==> src/rtl/dma_route_pkg.sv <==
package dma_route_pkg;
  localparam int unsigned CODE_W    = 4;
  localparam int unsigned SLOTS     = 6;
  localparam int unsigned ADC_CODE  = 5;
  localparam int unsigned RSVD_CODE = 1;

  // A code routes when it names an existing, non-reserved slot.
  function automatic logic code_routes(input int unsigned code,
                                       input int unsigned nslots,
                                       input int unsigned rsvd);
    return (code < nslots) && (code != rsvd);
  endfunction

  // Only the receive-only slot lacks a transmit direction.
  function automatic logic slot_has_tx(input int unsigned slot,
                                       input int unsigned rx_only);
    return slot != rx_only;
  endfunction
endpackage

==> src/rtl/dma_pair_route.sv <==
module dma_pair_route
  import dma_route_pkg::*;
#(
  parameter int unsigned SEL_W     = CODE_W,
  parameter int unsigned NUM_SLOTS = SLOTS,
  parameter int unsigned ADC_SLOT  = ADC_CODE,
  parameter int unsigned RSVD_SLOT = RSVD_CODE
) (
  input  logic [SEL_W-1:0]     sel,
  input  logic [NUM_SLOTS-1:0] rx_req,
  input  logic [NUM_SLOTS-1:0] tx_req,
  output logic [NUM_SLOTS-1:0] slot_hit,
  output logic                 even_req,
  output logic                 odd_req
);
  logic                 sel_ok;
  logic [NUM_SLOTS-1:0] tx_gated;

  assign sel_ok = code_routes(32'(sel), NUM_SLOTS, RSVD_SLOT);

  for (genvar s = 0; s < NUM_SLOTS; s++) begin : g_slot
    assign slot_hit[s] = sel_ok && (sel == SEL_W'(s));
    if (slot_has_tx(s, ADC_SLOT)) begin : g_tx
      assign tx_gated[s] = tx_req[s];
    end else begin : g_no_tx
      assign tx_gated[s] = 1'b0;
    end
  end

  assign even_req = |(slot_hit & rx_req);
  assign odd_req  = |(slot_hit & tx_gated);
endmodule

==> src/rtl/dma_ack_owner.sv <==
module dma_ack_owner
  import dma_route_pkg::*;
#(
  parameter int unsigned NUM_PAIRS = 2,
  parameter int unsigned NUM_SLOTS = SLOTS,
  parameter int unsigned ADC_SLOT  = ADC_CODE,
  localparam int unsigned NUM_CH   = 2 * NUM_PAIRS,
  localparam int unsigned HIT_W    = NUM_PAIRS * NUM_SLOTS
) (
  input  logic [HIT_W-1:0]     pair_hit,
  input  logic [NUM_CH-1:0]    ch_ack,
  output logic [HIT_W-1:0]     owner_hit,
  output logic [NUM_SLOTS-1:0] rx_ack,
  output logic [NUM_SLOTS-1:0] tx_ack
);
  always_comb begin
    owner_hit = '0;
    rx_ack    = '0;
    tx_ack    = '0;
    for (int s = 0; s < int'(NUM_SLOTS); s++) begin
      logic taken;
      taken = 1'b0;
      for (int p = 0; p < int'(NUM_PAIRS); p++) begin
        owner_hit[p*NUM_SLOTS+s] = pair_hit[p*NUM_SLOTS+s] && !taken;
        taken = taken | pair_hit[p*NUM_SLOTS+s];
        if (owner_hit[p*NUM_SLOTS+s]) begin
          rx_ack[s] = ch_ack[2*p];
          tx_ack[s] = ch_ack[2*p+1] && slot_has_tx(s, ADC_SLOT);
        end
      end
    end
  end
endmodule

==> src/rtl/dma_irq_status.sv <==
module dma_irq_status #(
  parameter int unsigned NUM_CH = 4
) (
  input  logic              clk,
  input  logic              rst_n,
  input  logic [NUM_CH-1:0] set_pulse,
  input  logic              clr_we,
  input  logic [NUM_CH-1:0] clr_mask,
  output logic [NUM_CH-1:0] clr_eff,
  output logic [NUM_CH-1:0] status
);
  assign clr_eff = clr_we ? clr_mask : '0;

  // Set is OR-ed in after the clear so that a colliding set survives.
  always_ff @(posedge clk or negedge rst_n) begin
    if (!rst_n) status <= '0;
    else        status <= (status & ~clr_eff) | set_pulse;
  end
endmodule

==> src/rtl/dma_req_router.sv <==
module dma_req_router
  import dma_route_pkg::*;
#(
  parameter int unsigned NUM_PAIRS = 2,
  parameter int unsigned SEL_W     = CODE_W,
  parameter int unsigned NUM_SLOTS = SLOTS,
  parameter int unsigned ADC_SLOT  = ADC_CODE,
  parameter int unsigned RSVD_SLOT = RSVD_CODE,
  localparam int unsigned NUM_CH   = 2 * NUM_PAIRS,
  localparam int unsigned HIT_W    = NUM_PAIRS * NUM_SLOTS
) (
  input  logic                       clk,
  input  logic                       rst_n,
  input  logic [NUM_PAIRS*SEL_W-1:0] pair_sel,
  input  logic [NUM_SLOTS-1:0]       periph_rx_req,
  input  logic [NUM_SLOTS-1:0]       periph_tx_req,
  output logic [NUM_CH-1:0]          ch_req,
  input  logic [NUM_CH-1:0]          ch_ack,
  output logic [NUM_SLOTS-1:0]       periph_rx_ack,
  output logic [NUM_SLOTS-1:0]       periph_tx_ack,
  input  logic [NUM_CH-1:0]          irq_set,
  input  logic                       irq_clr_we,
  input  logic [NUM_CH-1:0]          irq_clr_data,
  output logic [NUM_CH-1:0]          irq_status
);
  logic [HIT_W-1:0]  pair_hit;
  logic [HIT_W-1:0]  owner_hit;
  logic [NUM_CH-1:0] clr_eff;

  for (genvar p = 0; p < NUM_PAIRS; p++) begin : g_pair
    dma_pair_route #(
      .SEL_W(SEL_W), .NUM_SLOTS(NUM_SLOTS),
      .ADC_SLOT(ADC_SLOT), .RSVD_SLOT(RSVD_SLOT)
    ) u_route (
      .sel     (pair_sel[p*SEL_W +: SEL_W]),
      .rx_req  (periph_rx_req),
      .tx_req  (periph_tx_req),
      .slot_hit(pair_hit[p*NUM_SLOTS +: NUM_SLOTS]),
      .even_req(ch_req[2*p]),
      .odd_req (ch_req[2*p+1])
    );
  end

  dma_ack_owner #(
    .NUM_PAIRS(NUM_PAIRS), .NUM_SLOTS(NUM_SLOTS), .ADC_SLOT(ADC_SLOT)
  ) u_owner (
    .pair_hit (pair_hit),
    .ch_ack   (ch_ack),
    .owner_hit(owner_hit),
    .rx_ack   (periph_rx_ack),
    .tx_ack   (periph_tx_ack)
  );

  dma_irq_status #(.NUM_CH(NUM_CH)) u_irq (
    .clk      (clk),
    .rst_n    (rst_n),
    .set_pulse(irq_set),
    .clr_we   (irq_clr_we),
    .clr_mask (irq_clr_data),
    .clr_eff  (clr_eff),
    .status   (irq_status)
  );
endmodule

==> config.mk <==
export PLATFORM = sky130hd
export DESIGN_NAME = dma_req_router
export DESIGN_NICKNAME = d
export VERILOG_FILES = /design/src/rtl/dma_route_pkg.sv /design/src/rtl/dma_pair_route.sv /design/src/rtl/dma_ack_owner.sv /design/src/rtl/dma_irq_status.sv /design/src/rtl/dma_req_router.sv
export SDC_FILE = /design/constraint.sdc
export NUM_CORES = 1
export LEC_CHECK = 0
export ABC_AREA = 1
export BUFFER_PORTS_ARGS = -buffer_cell sky130_fd_sc_hd__clkbuf_2
export CAP_MARGIN = 20
export CORE_MARGIN = 2
export CORE_UTILIZATION = 39
export CTS_BUF_LIST = sky130_fd_sc_hd__clkbuf_8
export DETAILED_ROUTE_END_ITERATION = 10
export PLACE_DENSITY = 0.82
export SLEW_MARGIN = 20
export SYNTH_ARGS = -nofsm -noshare
export SYNTH_HDL_FRONTEND = slang
export SYNTH_SLANG_ARGS = --single-unit
==> constraint.sdc <==
create_clock -name clk -period 0.94 [get_ports clk]
set_input_delay 0.094 -clock clk [delete_from_list [all_inputs] [get_ports clk]]
set_output_delay 0.094 -clock clk [all_outputs]
set_load 0.05 [all_outputs]
==> Word level (Yosys, flattened, before mapping) <==
Index checks and enable logic that the tools add are counted.
{ "classes": {"n_lt_le_gt_ge": 2, "n_eq_ne": 12, "mux": 23, "n_bitwise": 7, "n_reduce_logical": 32} }
{ "op_table": {"columns": ["op", "n"], "rows": [
  ["OR reduction 6 bit", 4],
  ["2-to-1 mux 1 bit", 22],
  ["logical AND 1 bit", 20],
  ["== test 4 x 2 -> 1 bit (second input constant)", 4],
  ["== test 4 x 3 -> 1 bit (second input constant)", 4],
  ["bitwise AND 6 x 5 -> 6 bit", 2],
  ["bitwise AND 6 bit", 2],
  ["== test 4 x 1 -> 1 bit (second input constant)", 2],
  ["logical NOT 4 bit", 2],
  ["< comparator 4 x 3 -> 1 bit (second input constant)", 2],
  ["inequality test 4 x 1 -> 1 bit (second input constant)", 2],
  ["logical NOT 1 bit", 6],
  ["bitwise AND 4 bit", 1],
  ["2-to-1 mux 4 bit", 1],
  ["inverter 4 bit", 1],
  ["OR 4 bit", 1]
]} }
{ "totals": {"reg_bits": 4, "in_bits": 35, "output_inout_bits": 20} }

==> Longest topological paths before layout <==
{ "depth": {"ltp_word": 6, "ltp_mapped": 8, "mapped_depth_nobuf": 7} }

==> By module <==
From an unflattened synthesis, not the netlist that was laid out.
{ "hier_totals": {"hier_cells": 153, "area_unflattened_um2": 774.5} }
{ "modules_own_cells": {"columns": ["mod", "n_inst", "cells_per_inst", "area_per_inst_um2", "seq_area_each_um2"], "rows": [
  ["dma_pair_route", 2, 35, 168.9, 0.0],
  ["dma_ack_owner", 1, 59, 261.5, 0.0],
  ["dma_irq_status", 1, 24, 175.2, 100.1]
]} }

==> Worst setup path before layout <==
Ideal clock, no wire load.
{ "synth_path": {"path_kind": "input -> output", "start": "in pair_sel[7]", "end": "out periph_rx_ack[0]", "arrival_time_ns": 0.902, "slack_ns": -0.056, "cell_stages": 5, "cell_sequence": "nor2_1 -> nand2_1 -> inv_1 -> nand3_1 -> nand2_1"} }
{ "synth_via": {"elab_chain_cells": 5, "word_cells_on_any_way": 7, "classes_between": "order compare: 1; eq/ne: 1; mux: 1; reduce/logical: 4"} }
{ "synth_rtl": {"columns": ["item", "line", "rtl"], "rows": [
  ["start, declared", "dma_req_router.sv:14", "input logic [NUM_PAIRS*SEL_W-1:0] pair_sel,"],
  ["< comparator 4 x 3 -> 1 bit or inequality test 4 x 1 -> 1 bit (tied branches)", "dma_route_pkg.sv:11", "return (code < nslots) && (code != rsvd);"],
  ["logical AND 1 bit", "dma_route_pkg.sv:11", null],
  ["logical AND 1 bit (*)", "dma_pair_route.sv:22", "assign slot_hit[s] = sel_ok && (sel == SEL_W'(s));"],
  ["logical AND 1 bit (*)", "dma_ack_owner.sv:24", "owner_hit[p*NUM_SLOTS+s] = pair_hit[p*NUM_SLOTS+s] && !taken;"],
  ["2-to-1 mux 1 bit (*)", "dma_ack_owner.sv:26", "if (owner_hit[p*NUM_SLOTS+s]) begin"],
  ["end, declared", "dma_req_router.sv:19", "output logic [NUM_SLOTS-1:0] periph_rx_ack,"]
]} }
Every way passes the cells marked *; elsewhere a longest branch is shown, timed or not.

==> Final worst setup path <==
{ "layout_path": {"start": "in pair_sel[2]", "end": "out ch_req[0]"} }
{ "layout_via": {"elab_chain_cells": 5, "word_cells_on_any_way": 17, "classes_between": "order compare: 1; eq/ne: 6; bitwise: 1; reduce/logical: 9"} }
{ "layout_rtl": {"columns": ["item", "line", "rtl"], "rows": [
  ["< comparator 4 x 3 -> 1 bit or inequality test 4 x 1 -> 1 bit (tied branches)", "dma_route_pkg.sv:11", null],
  ["logical AND 1 bit", "dma_route_pkg.sv:11", null],
  ["logical AND 1 bit", "dma_pair_route.sv:22", null],
  ["bitwise AND 6 bit (*)", "dma_pair_route.sv:30", "assign even_req = |(slot_hit & rx_req);"],
  ["OR reduction 6 bit (*)", "dma_pair_route.sv:30", null],
  ["end, declared", "dma_req_router.sv:17", "output logic [NUM_CH-1:0] ch_req,"]
]} }
Marks and branches as above.

==> load_flow_metrics.sql <==
INSERT INTO impl_metrics (metric_group, metric, value, unit) VALUES
('floorplan', 'ios', '55', ''),
('routing', 'vias_per_cell', '6.033', ''),
('routing', 'detailedRoute.firstIterationViolations', '52', ''),
('synthesis', 'postSynthAreaPerCell', '5.702', 'um2'),
('global_route', 'grt_overflow', '0', ''),
('floorplan', 'std_cell_rows', '14', ''),
('outcome', 'failed_checks', 'negative setup slack', ''),
('cells_and_area', 'largest_register_ff_count', '4', ''),
('clock_tree', 'cts_htree_levels', '1', ''),
('clock_tree', 'clk_latency', '0.21', 'ns'),
('synthesis', 'synthesized_flop_and_latch_total', '4', ''),
('floorplan', 'die_w', '44.65', 'um'),
('synthesis', 'synthDistinctLibCells', '16', ''),
('synthesis', 'synth_sequential_area_ratio', '15.53', '%'),
('place', 'detailed_place_hpwl', '1615', 'um'),
('routing', 'route.vias.total', '1092', ''),
('cells_and_area', 'antennaDiodeCount', '0', ''),
('clock_tree', 'postCtsSetupBuffers', '0', ''),
('sta', 'finalSetupViolCount', '10', ''),
('clock_tree', 'cts-buffers-inserted', '3', ''),
('power_and_ir_drop', 'vdd_ir_drop_max', '0.0009374', 'V'),
('synthesis', 'main_combinational_cell_family_by_area_after_synthesis', 'simple AND/OR/NAND/NOR gates', ''),
('cells_and_area', 'layout-drive-gt1-share', '70.30', '%'),
('global_route', 'grt_max_degree', '15', ''),
('power_and_ir_drop', 'power_density', '843.9', 'mW/mm2'),
('clock_tree', 'clock_tree.root_cell', 'sky130_fd_sc_hd__clkbuf_8', ''),
('routing', 'drt_pass1_iterations', '4', ''),
('worst_setup_path', 'worstSetupStartpointType', 'input pin', ''),
('floorplan', 'floorplan.initialDensity', '42.28', '%'),
('power_and_ir_drop', 'net_load_switching_power', '483.6', 'uW'),
('sta', 'fraction_of_the_cycle_the_final_worst_path_needs', '116.3', '%'),
('sta', 'post-route-worst-setup-slack', '-0.1531', 'ns'),
('worst_setup_path', 'timing.critical_path.fanout_max', '14', ''),
('worst_setup_path', 'critPathArrivalTime', '1.00', 'ns'),
('power_and_ir_drop', 'power_report.internal_total', '718.0', 'uW'),
('power_and_ir_drop', 'clock_power_share', '28.9', '%'),
('run', 'max-cap-violations', '0', ''),
('synthesis', 'post_synth_xor_area_fraction', '0', '%'),
('cells_and_area', 'registers.top_by_ff_count', 'u_irq.status', ''),
('global_route', 'grt.total_usage', '27.71', '%'),
('worst_setup_path', 'worstSetupPathType', 'input pin to output port', ''),
('floorplan', 'die_area', '0.001993', 'mm2'),
('cells_and_area', 'postLayoutCoreUtil', '93.43', '%'),
('routing', 'routed_wire_length_per_instance', '18.75', 'um'),
('place', 'placement.io_buffers', '48', ''),
('power_and_ir_drop', 'design_power_total', '1.202', 'mW'),
('sta', 'hold_viol', '0', ''),
('synthesis', 'syn-instance-count', '113', ''),
('power_and_ir_drop', 'power_leakage', '0.7002', 'nW'),
('cells_and_area', 'final_net_count', '202', ''),
('power_and_ir_drop', 'power.share.switching', '40.25', '%'),
('routing', 'remaining_drc_errors', '0', ''),
('sta', 'max_freq', '0.9149', 'GHz'),
('outcome', 'status', 'finished, violations left', ''),
('routing', 'postRouteWirelength', '3393', 'um'),
('worst_setup_path', 'worstPathRequired', '0.85', 'ns'),
('min_path', 'hold_class', 'input pin to flip-flop', ''),
('power_and_ir_drop', 'power.share.sequential', '16.0', '%'),
('sta', 'grt_setup_unrepaired', 'yes', ''),
('clock_tree', 'cts_tree', 'built', ''),
('synthesis', 'synthesis.yosys.warnings', '0', ''),
('global_route', 'vias_in_the_first_global_route', '923', ''),
('power_and_ir_drop', 'combPwrFrac', '55.1', '%'),
('synthesis', 'synthSimpleGateAreaFrac', '60.58', '%'),
('cells_and_area', 'largest_registers', 'u_irq.status x4', ''),
('synthesis', 'synth_compound_gate_area_share', '4.660', '%'),
('clock_tree', 'cts_num_sinks', '4', ''),
('synthesis', 'synth_adder_area_share', '0', '%'),
('synthesis', 'synthesis.area', '644.4', 'um2'),
('global_route', 'first_pass_grt_wire_length', '4002', 'um'),
('cells_and_area', 'area.growth.synth_to_final', '121.0', '%'),
('sta', 'finClkSkew', '0', 'ns'),
('clock_tree', 'cts.clk_slew.worst_paths', '0.03', 'ns'),
('worst_setup_path', 'endpoint_kind', 'output port', ''),
('place', 'place_congestion', '0.9484', ''),
('clock_tree', 'cts-root-to-sink-buffers', '2', ''),
('floorplan', 'die_span_in_y', '44.65', 'um'),
('routing', 'antenna_violating_nets_post_route', '0', ''),
('synthesis', 'synth_mux_area_share', '0', '%'),
('global_route', 'number_of_antenna_violations_at_the_first_check_in_global_routing', '0', ''),
('sta', 'clock_period_minus_worst_slack', '1.093', 'ns'),
('sta', 'timing_max_transition_violations_final', '0', ''),
('floorplan', 'core-area', '0.001524', 'mm2');
-- cell type report --
class                           count  area, um2
Inverter                           15      66.31
Clock buffer                        3      41.29
Sequential cell                     4      100.1
Fill cell                          53      100.1
Multi-Input combinational cell     89      636.9
Tap cell                           16      20.02
Timing Repair Buffer               54      559.3
-- timing repair --
item / CTS / global route
gates cloned: 1 / 0
hold buffers: 1 / 0
pin swaps: 11 / 23
resized for setup: 60 / 70
endpoints found under the hold margin: 4 / 0
setup endpoints to repair: 15 / 15
-- worst paths after layout --
path                                 start         endpoint  slack [ns]  cells past startpoint
max in group asynchronous            rst_n  u_irq.status[1]        0.55                      2
setup / recovery               pair_sel[2]        ch_req[0]       -0.15                      8
hold / removal                  irq_set[0]  u_irq.status[0]        0.08                      2
min in group asynchronous            rst_n  u_irq.status[2]        0.26                      2
hold reg to reg            u_irq.status[1]  u_irq.status[1]        0.49                      1
setup reg to reg           u_irq.status[2]  u_irq.status[2]        0.25                      1
-- synth_stat cells --
library cell | n | area share, %
sky130_fd_sc_hd__buf_4 | 7 | 8.2
sky130_fd_sc_hd__a21o_1 | 4 | 4.7
sky130_fd_sc_hd__nor2_4 | 3 | 5.2
sky130_fd_sc_hd__nor2_2 | 2 | 1.9
sky130_fd_sc_hd__nand2_2 | 1 | 0.97
sky130_fd_sc_hd__inv_2 | 3 | 1.7
sky130_fd_sc_hd__conb_1 | 1 | 0.58
sky130_fd_sc_hd__nand4_1 | 3 | 2.9
sky130_fd_sc_hd__nor3_1 | 2 | 1.6
sky130_fd_sc_hd__nand3_1 | 32 | 25
sky130_fd_sc_hd__dfrtp_1 | 4 | 16
sky130_fd_sc_hd__nor2_1 | 9 | 5.2
sky130_fd_sc_hd__nand2_1 | 28 | 16
sky130_fd_sc_hd__buf_6 | 1 | 1.7
sky130_fd_sc_hd__inv_1 | 12 | 7.0
sky130_fd_sc_hd__nand3_2 | 1 | 1.6
-- placed cells by master, fill, tap and decap left out, drive strengths merged --
master / instances
a21o: 4
buf: 24
clkbuf: 32
conb: 3
dfrtp: 4
dlygate4sd3: 1
inv: 15
nand2: 29
nand3: 33
nand4: 3
nor2: 15
nor3: 2
-- metal layers --
metal  track usage [%]  share of wire, %  up-vias
met1             27.94                33      503
met5                 0                 0        -
met3             3.265               9.4       19
li1                  -                 -      469
met4             12.73               4.2        0
met2             54.78                53      101
-- logic make-up (layout without fill, tap and decap cells) --
family	count (synthesis)	after routing
AND/OR/NAND/NOR	81	82
AO/OA/AOI/OAI	4	4
buffers and inverters	23	72
flip-flops	4	4
other	1	3
-- power by group through the flow --
stage          Sequential (mW)  Combinational (mW)  Clock, mW
3_3_place_gp             0.192               0.446          0
2_1_floorplan            0.233               0.245          0
6_report                 0.192               0.662      0.348
5_1_grt                  0.193               0.684      0.376
3_5_place_dp             0.193               0.451          0
4_1_cts                  0.192               0.555      0.356
-- stage by stage --
step / TNS (ns) / std cells / cell area, um2 / worst slack (ns) / hold slack (ns)
finish: -0.6058 / 181 / 1424 / -0.1531 / 0.07901
global route: -0.9835 / 181 / 1424 / -0.1748 / 0.07365
CTS: -0.2053 / 181 / 1246 / -0.04311 / 0.06221
detailed placement: -1.473 / 176 / 933.4 / -0.1420 / -0.09120
global placement: -1.258 / 176 / 933.4 / -0.1142 / -0.09875
floorplan: 0 / 115 / 656.9 / 0.04668 / -0.2016
-- critical path, stage by stage --
cell	delay, ns
sky130_fd_sc_hd__clkbuf_16	0.13
sky130_fd_sc_hd__nor2_4	0.12
sky130_fd_sc_hd__buf_12	0.16
sky130_fd_sc_hd__nand3_1	0.13
sky130_fd_sc_hd__nand2_1	0.12
sky130_fd_sc_hd__nor2_2	0.04
sky130_fd_sc_hd__nand2_2	0.07
sky130_fd_sc_hd__buf_12	0.13
Power figures use the tool's default switching activity.
